==> config.mk <==
export PLATFORM = sky130hd
export DESIGN_NAME = link_req_decoder
export DESIGN_NICKNAME = d
export VERILOG_FILES = /design/src/rtl/lrd_pkg.sv /design/src/rtl/lrd_shifter.sv /design/src/rtl/lrd_fsm.sv /design/src/rtl/lrd_fields.sv /design/src/rtl/link_req_decoder.sv
export SDC_FILE = /design/constraint.sdc
export NUM_CORES = 1
export LEC_CHECK = 0
export BUFFER_PORTS_ARGS = -buffer_cell sky130_fd_sc_hd__buf_2
export CAP_MARGIN = 20
export CORE_UTILIZATION = 60
export CTS_CLUSTER_SIZE = 14
export DETAILED_ROUTE_END_ITERATION = 6
export PLACE_DENSITY = 0.86
export SYNTH_ARGS = -nofsm -noshare
export SYNTH_HDL_FRONTEND = slang
export SYNTH_SLANG_ARGS = --single-unit
==> constraint.sdc <==
create_clock -name clk -period 4.7 [get_ports clk]
set_clock_uncertainty 0.1 [all_clocks]
set_input_delay 0 -clock clk [delete_from_list [all_inputs] [get_ports clk]]
set_output_delay 0 -clock clk [all_outputs]
set_load 0.02 [all_outputs]
==> src/rtl/lrd_pkg.sv <==
package lrd_pkg;

    typedef enum logic [2:0] {
        RK_IMMED  = 3'b000,
        RK_ISOCH  = 3'b001,
        RK_PRIOR  = 3'b010,
        RK_FAIR   = 3'b011,
        RK_REG_RD = 3'b100,
        RK_REG_WR = 3'b101,
        RK_ACCEL  = 3'b110,
        RK_RSVD   = 3'b111
    } req_kind_e;

    typedef enum logic [2:0] {
        ST_IDLE,
        ST_TYPE,
        ST_BODY,
        ST_STOP,
        ST_FLUSH
    } dec_state_e;

endpackage

==> src/rtl/lrd_shifter.sv <==
module lrd_shifter #(
    parameter int WIDTH = 12
) (
    input  logic             clk,
    input  logic             rst_n,
    input  logic             clr_i,
    input  logic             en_i,
    input  logic             bit_i,
    output logic [WIDTH-1:0] nx_o
);
    logic [WIDTH-1:0] sh_q;

    // Next value, including the bit being sampled this edge when enabled
    always_comb begin
        nx_o = sh_q;
        if (en_i) nx_o = {sh_q[WIDTH-2:0], bit_i};
    end

    always_ff @(posedge clk) begin
        if (!rst_n || clr_i) sh_q <= '0;
        else                 sh_q <= nx_o;
    end
endmodule

==> src/rtl/lrd_fsm.sv <==
module lrd_fsm
    import lrd_pkg::*;
#(
    parameter int SPD_W  = 3,
    parameter int ADDR_W = 4,
    parameter int DATA_W = 8
) (
    input  logic       clk,
    input  logic       rst_n,
    input  logic       line_i,
    output logic       clr_o,
    output logic       body_en_o,
    output logic       fin_o,
    output logic       ferr_o,
    output logic       terr_o,
    output logic [2:0] kind_o
);
    localparam int PAY_W = ADDR_W + DATA_W;
    localparam int CNT_W = $clog2(PAY_W + 1);

    dec_state_e       state_q, state_d;
    logic [CNT_W-1:0] cnt_q, cnt_d;
    logic [2:0]       kind_q, kind_d;

    function automatic logic [CNT_W-1:0] body_len(input logic [2:0] k);
        logic [CNT_W-1:0] n;
        unique case (k)
            RK_REG_RD: n = CNT_W'(ADDR_W);
            RK_REG_WR: n = CNT_W'(ADDR_W + DATA_W);
            RK_ACCEL:  n = CNT_W'(1);
            default:   n = CNT_W'(SPD_W);
        endcase
        return n;
    endfunction

    // State register
    always_ff @(posedge clk) begin
        if (!rst_n) begin
            state_q <= ST_IDLE;
            cnt_q   <= '0;
            kind_q  <= '0;
        end else begin
            state_q <= state_d;
            cnt_q   <= cnt_d;
            kind_q  <= kind_d;
        end
    end

    // Next state and outputs
    always_comb begin
        state_d   = state_q;
        cnt_d     = cnt_q;
        kind_d    = kind_q;
        clr_o     = 1'b0;
        body_en_o = 1'b0;
        fin_o     = 1'b0;
        ferr_o    = 1'b0;
        terr_o    = 1'b0;
        unique case (state_q)
            ST_IDLE: begin
                if (line_i) begin
                    state_d = ST_TYPE;
                    cnt_d   = '0;
                    clr_o   = 1'b1;
                end
            end
            ST_TYPE: begin
                kind_d = {kind_q[1:0], line_i};
                cnt_d  = cnt_q + CNT_W'(1);
                if (cnt_q == CNT_W'(2)) begin
                    if (kind_d == RK_RSVD) begin
                        terr_o  = 1'b1;
                        state_d = ST_FLUSH;
                    end else begin
                        state_d = ST_BODY;
                        cnt_d   = body_len(kind_d);
                    end
                end
            end
            ST_BODY: begin
                body_en_o = 1'b1;
                cnt_d     = cnt_q - CNT_W'(1);
                if (cnt_q == CNT_W'(1)) begin
                    if (!kind_q[2] && !line_i) begin
                        fin_o   = 1'b1;
                        state_d = ST_IDLE;
                    end else begin
                        state_d = ST_STOP;
                    end
                end
            end
            ST_STOP: begin
                state_d = ST_IDLE;
                if (line_i) ferr_o = 1'b1;
                else        fin_o  = 1'b1;
            end
            ST_FLUSH: begin
                if (!line_i) state_d = ST_IDLE;
            end
            default: state_d = ST_IDLE;
        endcase
    end

    assign kind_o = kind_q;
endmodule

==> src/rtl/lrd_fields.sv <==
module lrd_fields
    import lrd_pkg::*;
#(
    parameter int SPD_W  = 3,
    parameter int ADDR_W = 4,
    parameter int DATA_W = 8
) (
    input  logic                     clk,
    input  logic                     rst_n,
    input  logic                     fin_i,
    input  logic                     ferr_i,
    input  logic                     terr_i,
    input  logic [2:0]               kind_i,
    input  logic [ADDR_W+DATA_W-1:0] pay_i,
    output logic                     valid_o,
    output logic [2:0]               kind_o,
    output logic [SPD_W-1:0]         speed_o,
    output logic [ADDR_W-1:0]        addr_o,
    output logic [DATA_W-1:0]        wdata_o,
    output logic                     accel_o,
    output logic                     ferr_o,
    output logic                     terr_o
);
    localparam int PAY_W = ADDR_W + DATA_W;

    logic [SPD_W-1:0]  spd_d;
    logic [ADDR_W-1:0] addr_d;
    logic [DATA_W-1:0] data_d;
    logic              acc_d;

    // Field decode by kind; fields foreign to the kind stay zero
    always_comb begin
        spd_d  = '0;
        addr_d = '0;
        data_d = '0;
        acc_d  = 1'b0;
        unique case (kind_i)
            RK_REG_RD: addr_d = pay_i[ADDR_W-1:0];
            RK_REG_WR: begin
                addr_d = pay_i[PAY_W-1 -: ADDR_W];
                data_d = pay_i[DATA_W-1:0];
            end
            RK_ACCEL:  acc_d  = pay_i[0];
            RK_RSVD:   ;
            default:   spd_d  = pay_i[SPD_W-1:0];
        endcase
    end

    always_ff @(posedge clk) begin
        if (!rst_n) begin
            valid_o <= 1'b0;
            kind_o  <= '0;
            speed_o <= '0;
            addr_o  <= '0;
            wdata_o <= '0;
            accel_o <= 1'b0;
            ferr_o  <= 1'b0;
            terr_o  <= 1'b0;
        end else begin
            valid_o <= fin_i;
            ferr_o  <= ferr_i;
            terr_o  <= terr_i;
            if (fin_i) begin
                kind_o  <= kind_i;
                speed_o <= spd_d;
                addr_o  <= addr_d;
                wdata_o <= data_d;
                accel_o <= acc_d;
            end
        end
    end
endmodule

==> src/rtl/link_req_decoder.sv <==
module link_req_decoder #(
    parameter int SPD_W  = 3,
    parameter int ADDR_W = 4,
    parameter int DATA_W = 8
) (
    input  logic              clk,
    input  logic              rst_n,
    input  logic              req_line,
    output logic              out_valid,
    output logic [2:0]        out_kind,
    output logic [SPD_W-1:0]  out_speed,
    output logic [ADDR_W-1:0] out_addr,
    output logic [DATA_W-1:0] out_wdata,
    output logic              out_accel,
    output logic              out_frame_err,
    output logic              out_type_err
);
    localparam int PAY_W = ADDR_W + DATA_W;

    logic             clr, body_en, fin, ferr, terr;
    logic [2:0]       kind;
    logic [PAY_W-1:0] pay_nx;

    lrd_fsm #(.SPD_W(SPD_W), .ADDR_W(ADDR_W), .DATA_W(DATA_W)) fsm_i (
        .clk       (clk),
        .rst_n     (rst_n),
        .line_i    (req_line),
        .clr_o     (clr),
        .body_en_o (body_en),
        .fin_o     (fin),
        .ferr_o    (ferr),
        .terr_o    (terr),
        .kind_o    (kind)
    );

    lrd_shifter #(.WIDTH(PAY_W)) shift_i (
        .clk   (clk),
        .rst_n (rst_n),
        .clr_i (clr),
        .en_i  (body_en),
        .bit_i (req_line),
        .nx_o  (pay_nx)
    );

    lrd_fields #(.SPD_W(SPD_W), .ADDR_W(ADDR_W), .DATA_W(DATA_W)) fields_i (
        .clk     (clk),
        .rst_n   (rst_n),
        .fin_i   (fin),
        .ferr_i  (ferr),
        .terr_i  (terr),
        .kind_i  (kind),
        .pay_i   (pay_nx),
        .valid_o (out_valid),
        .kind_o  (out_kind),
        .speed_o (out_speed),
        .addr_o  (out_addr),
        .wdata_o (out_wdata),
        .accel_o (out_accel),
        .ferr_o  (out_frame_err),
        .terr_o  (out_type_err)
    );
endmodule

==> impl_metrics.json, run 1 <==
{
  "outcome": "complete, no violations",
  "critPathSlowestCell": "dfxtp_1",
  "p_total_mw": 0.699,
  "cts_tree": "done",
  "initial_core_util": 0.647,
  "p_leak_nw": 0.864,
  "critPathRequiredTime_ns": 4.87,
  "slowest_delay_ns": 0.59,
  "tightest_slew_ns": 0.911,
  "synth_area_um2": 2010,
  "ios": 25,
  "area.sequential_um2": 881,
  "die_x_um": 59.8,
  "hold_buffers": 2,
  "drive_above_1_share": 0.174,
  "synth_ff_type": "dfxtp_1",
  "grt_pass1_vias": 1508,
  "worstPathMaxFanout": 14,
  "synthCells": 223,
  "rsz0062_at_grt": "false",
  "cts_max_path_buffers": 2,
  "synthTopCellsByCount": "dfxtp_1 (44), nand2_1 (25), a21oi_1 (19)",
  "hp-class": "flop to flop",
  "drtPass1Iterations": 4,
  "ys_ff_latch": 44,
  "globalplace.congestion": 0.807,
  "gr-usage-all-layers": 0.254,
  "async_flop_share": 0,
  "grt_max_degree": 17,
  "hpwlAfterDp_um": 2740,
  "cpMostUsedCell": "a21oi_1",
  "drc": 0,
  "synth_edf_count": 0,
  "endpoint_kind": "flop",
  "slew_violations": 0,
  "cts_setup_buffers": 0,
  "routed_via_density": 5.76,
  "cts.sinks": 44,
  "hold_viol": 0,
  "fin_util": 0.707,
  "htreeDepth": 2,
  "fill_cells": 265,
  "crit_chain": "nor3b_1 -> buf_4 -> mux2_2 -> a21oi_1 -> a21oi_1",
  "multi_input_comb_area_um2": 1030,
  "crit_family": "flip-flops",
  "diodes": 0,
  "start_kind": "flop",
  "die_area_um2": 3580,
  "fin_hold_ws_ns": 0.360,
  "power_density_nw_per_um2": 319,
  "core_area_um2": 3100,
  "io_buffers": 24,
  "yosysTopAreaCell": "dfxtp_1",
  "gr-total-overflow": 0,
  "synth_cell_types": 46,
  "vias": 1646,
  "dieHeight_um": 59.8,
  "vdd_drop_max_v": 0.000264,
  "syn2layout_area_growth_pct": 9.29,
  "clk_latency_ns": 0.37,
  "cp.arrival_ns": 2.29,
  "relSlewSlack": 0.389,
  "wirelength_um": 4110,
  "cts_root_buffer": "clkbuf_4",
  "clkTransAtPathRegs_ns": 0.13,
  "period_minus_slack_ns": 2.12,
  "row_count": 20,
  "seq_area_frac_synth": 0.439,
  "ant_nets": 0,
  "syn_nets": 230,
  "yosys_warnings": 0,
  "finalSetupTns_ns": 0,
  "fin_nets": 248,
  "maxCapViolCount": 0,
  "crit_buf_inv": 1,
  "synth_most_common_cell": "dfxtp_1",
  "yosysTopAreaCellShare": 0.439,
  "grt_pass1_wl_um": 6700,
  "drtIter0Drc": 102,
  "ys_top_cells_by_area": "dfxtp_1 (44%), a21oi_1 (4.7%), nand2_1 (4.7%)",
  "max_freq_mhz": 472,
  "wl_per_cell_um": 14.4,
  "synth_area_per_cell_um2": 9.00,
  "numCtsBuffers": 5,
  "antenna_found_initial": 0,
  "path_class": "flop to flop",
  "setup_viol_count_final": 0,
  "cts_resized": 0,
  "post-route-period-util": 0.451
}
stage by stage:
stage | instance area [µm²] | worst slack (ns) | cells
6_report | 2190 | 2.58 | 286
5_1_grt | 2190 | 2.37 | 286
4_1_cts | 2190 | 2.59 | 286
3_5_place_dp | 2120 | 2.61 | 276
3_3_place_gp | 2120 | 2.69 | 276
2_1_floorplan | 2010 | 2.88 | 223
final cells by class:
cell class,count,share of cell area
well taps,44,0.0251
inverters,3,0.00513
clock inverters,2,0.00742
multi-input cells,159,0.471
repair buffers,28,0.0707
flip-flops and latches,44,0.402
clock buffers,6,0.0188
per-layer routing:
layer  GRT usage  share of wire  up-vias
li1            -              -      828
met1       0.327           0.47      767
met2       0.397           0.46       42
met3      0.0476          0.042        9
met4       0.146          0.023        0
met5           0              0        -
worst register-to-register path, stage by stage (launching register included):
cell	delay (ns)
dfxtp_1	0.59
nor3b_1	0.47
buf_4	0.26
mux2_2	0.36
a21oi_1	0.16
a21oi_1	0.09
path summary, 6_finish.rpt:
path | cells after the start | slack (ns) | end | start
worst max-delay path | 5 | 2.58 | fields_i.addr_o[1] | fsm_i.state_q[1]
worst min-delay path | 2 | 0.36 | fields_i.kind_o[2] | fields_i.kind_o[2]
worst min register to register | 2 | 0.36 | fields_i.kind_o[2] | fields_i.kind_o[2]
worst max register to register | 5 | 2.58 | fields_i.addr_o[1] | fsm_i.state_q[1]
sequential cells by signal, summed over array words and instances (netlist names):
| name | flops |
|---|---|
| fields_i.addr_o | 4 |
| fsm_i.kind_o | 3 |
| fields_i.speed_o | 3 |
| fields_i.valid_o | 1 |
| fields_i.ferr_o | 1 |
| fields_i.accel_o | 1 |
| shift_i.sh_q | 12 |
| fields_i.terr_o | 1 |
| fsm_i.cnt_q | 4 |
| fsm_i.state_q | 3 |
| fields_i.wdata_o | 8 |
| fields_i.kind_o | 3 |
where the power goes:
part	total, mW	switching (mW)	internal, mW
Clock	0.186	0.127	0.0596
Sequential	0.405	0.0225	0.383
Combinational	0.108	0.0615	0.0460
cells in the final DEF (no fill, tap or decap), types with 3 or more instances in the layout:
cell,Yosys,routed
nand3_1,5,5
nor2_1,17,17
ha_1,4,4
mux2_2,4,4
nand2b_1,5,5
nor2b_1,8,8
o21ai_0,8,8
a21oi_1,19,19
nor3_1,3,3
clkbuf_4,0,5
o2bb2ai_1,7,7
mux2i_1,7,7
nand2_1,25,25
nand4_1,3,3
nor3b_1,6,6
a211oi_1,3,3
inv_1,3,3
dfxtp_1,44,44
o31ai_1,4,4
buf_2,11,24
cells by family after synthesis:
| kind of cell | share of synthesized area |
|---|---|
| buf+inv | 0.0461 |
| flops | 0.439 |
| mux | 0.0648 |
| fa+ha+maj | 0.0249 |
| compound gates | 0.191 |
| simple gates | 0.225 |
| xor+xnor | 0.00873 |
Power figures use the tool's default switching activity.
==> inputs of run 2 (changes only) <==
- CORE_UTILIZATION: 60 -> 57
- PLACE_DENSITY: 0.86 -> 0.83
- clock period: 4.7 -> 2 ns (I/O delays scaled with it)
==> run 2 against run 1 <==
Core utilization down 1.6 points. Global-route usage up 0.26 points. Sequential power grew 130%. Total power rose to 2.6 times the previous value. Critical path type unchanged. Wire length is 7.7% higher. Combinational power grew to 2.9 times the previous value. Cell area increased by 5.9%. Clock power grew to 3.2 times the previous value.
==> impl_metrics.json, run 2 (same netlist as run 1, synthesis figures left out) <==
{
  "hpwlAfterDp_um": 3020,
  "period_minus_slack_ns": 1.91,
  "layout_commonest_cell": "dfxtp_1",
  "fin_util": 0.691,
  "crit_buf_inv": 1,
  "placed_area_um2": 2220,
  "worstPathMaxFanout": 8,
  "rsz0062_at_grt": "false",
  "fill_cells": 280,
  "setup_viol_count_final": 0,
  "drc": 0,
  "routed_via_density": 5.66,
  "p_leak_nw": 0.945,
  "vdd_drop_max_v": 0.000640,
  "gr-total-overflow": 0,
  "slowest_delay_ns": 0.48,
  "max_freq_mhz": 522,
  "wl_per_cell_um": 14.7,
  "cp.arrival_ns": 2.09,
  "cts.sinks": 44,
  "clk_latency_ns": 0.37,
  "drtIter0Drc": 127,
  "ant_nets": 0,
  "dieHeight_um": 61.3,
  "maxCapViolCount": 0,
  "gr-usage-all-layers": 0.257,
  "dp_slack_ns": -0.0673,
  "cts_tree": "done",
  "wirelength_um": 4430,
  "endpoint_kind": "flop",
  "globalplace.congestion": 0.853,
  "layout_setup_ws_ns": 0.0856,
  "critPathSlowestCell": "or3b_1",
  "largest_register_ffs": 12,
  "p_total_mw": 1.83,
  "largestRegisters": "shift_i.sh_q (12), fields_i.wdata_o (8)",
  "vias": 1703,
  "drive_above_1_share": 0.224,
  "antenna_found_initial": 0,
  "outcome": "complete, no violations",
  "cts_max_path_buffers": 2,
  "finalSetupTns_ns": 0,
  "grt_max_degree": 17,
  "fin_nets": 261,
  "path_class": "flop to flop",
  "ios": 25,
  "row_count": 21,
  "top_register": "shift_i.sh_q",
  "cts_root_buffer": "clkbuf_4",
  "grt_pass1_vias": 1458,
  "hold_viol": 0,
  "hp-class": "flop to flop",
  "slew_violations": 0,
  "numCtsBuffers": 5,
  "crit_family": "compound AO/OA/AOI/OAI gates",
  "syn2layout_area_growth_pct": 15.8,
  "fin_area_um2": 2320,
  "initial_core_util": 0.597,
  "dp.cells": 291,
  "final_cell_mix": "dfxtp_1 (44), nand2_1 (25), buf_2 (24)",
  "start_kind": "flop",
  "power_density_nw_per_um2": 789,
  "grt_pass1_wl_um": 6870,
  "htreeDepth": 2,
  "post-route-period-util": 0.957,
  "io_buffers": 24,
  "cts_setup_buffers": 0,
  "die_x_um": 61.3,
  "clkTransAtPathRegs_ns": 0.15,
  "critPathRequiredTime_ns": 2.18,
  "drtPass1Iterations": 4,
  "crit_chain": "inv_1 -> ha_1 -> or3b_1 -> a21oi_1 -> o32ai_1 -> o311a_1",
  "relSlewSlack": 0.602,
  "tightest_slew_ns": 0.598,
  "die_area_um2": 3760,
  "fin_hold_ws_ns": 0.360,
  "stdcell_count": 301,
  "diodes": 0,
  "core_area_um2": 3360
}
run 2: final timing paths:
path | start | slack, ns | end | cells past startpoint
setup reg to reg | fsm_i.cnt_q[0] | 0.09 | fsm_i.cnt_q[1] | 6
hold reg to reg | fields_i.wdata_o[0] | 0.36 | fields_i.wdata_o[0] | 2
hold / removal | fields_i.wdata_o[0] | 0.36 | fields_i.wdata_o[0] | 2
setup / recovery | fsm_i.cnt_q[0] | 0.09 | fsm_i.cnt_q[1] | 6
run 2: repair_timing:
| action | in CTS | in global routing |
|---|---|---|
| hold buffers | 2 | 0 |
| endpoints found under the hold margin | 14 | 0 |
| setup endpoints to repair | 11 | 0 |
| resized for setup | 1 | 0 |
run 2: power breakdown:
group	internal [mW]	switching (mW)	total, mW
Sequential	0.899	0.0294	0.929
Clock	0.267	0.321	0.589
Combinational	0.137	0.179	0.316
Total	1.30	0.530	1.83
run 2: routing by layer:
layer  track usage  wire, µm
met1         0.361      2060
met2         0.387      2100
met3        0.0462       203
met4         0.114        67
met5             0         0
run 2: final cells by class:
cell class | instances | area (µm²) | share of cell area
Clock buffer | 5 | 37.5 | 0.0162
Clock inverter | 3 | 46.3 | 0.0199
Inverter | 3 | 11.3 | 0.00485
Multi-Input combinational cell | 159 | 1040 | 0.446
Sequential cell | 44 | 881 | 0.379
Tap cell | 46 | 57.6 | 0.0248
Timing Repair Buffer | 41 | 253 | 0.109
run 2: tightest hold or removal path, cell delays in order (launching register included):
cell,delay (ns)
dfxtp_1,0.33
nand2_1,0.05
a21oi_1,0.05
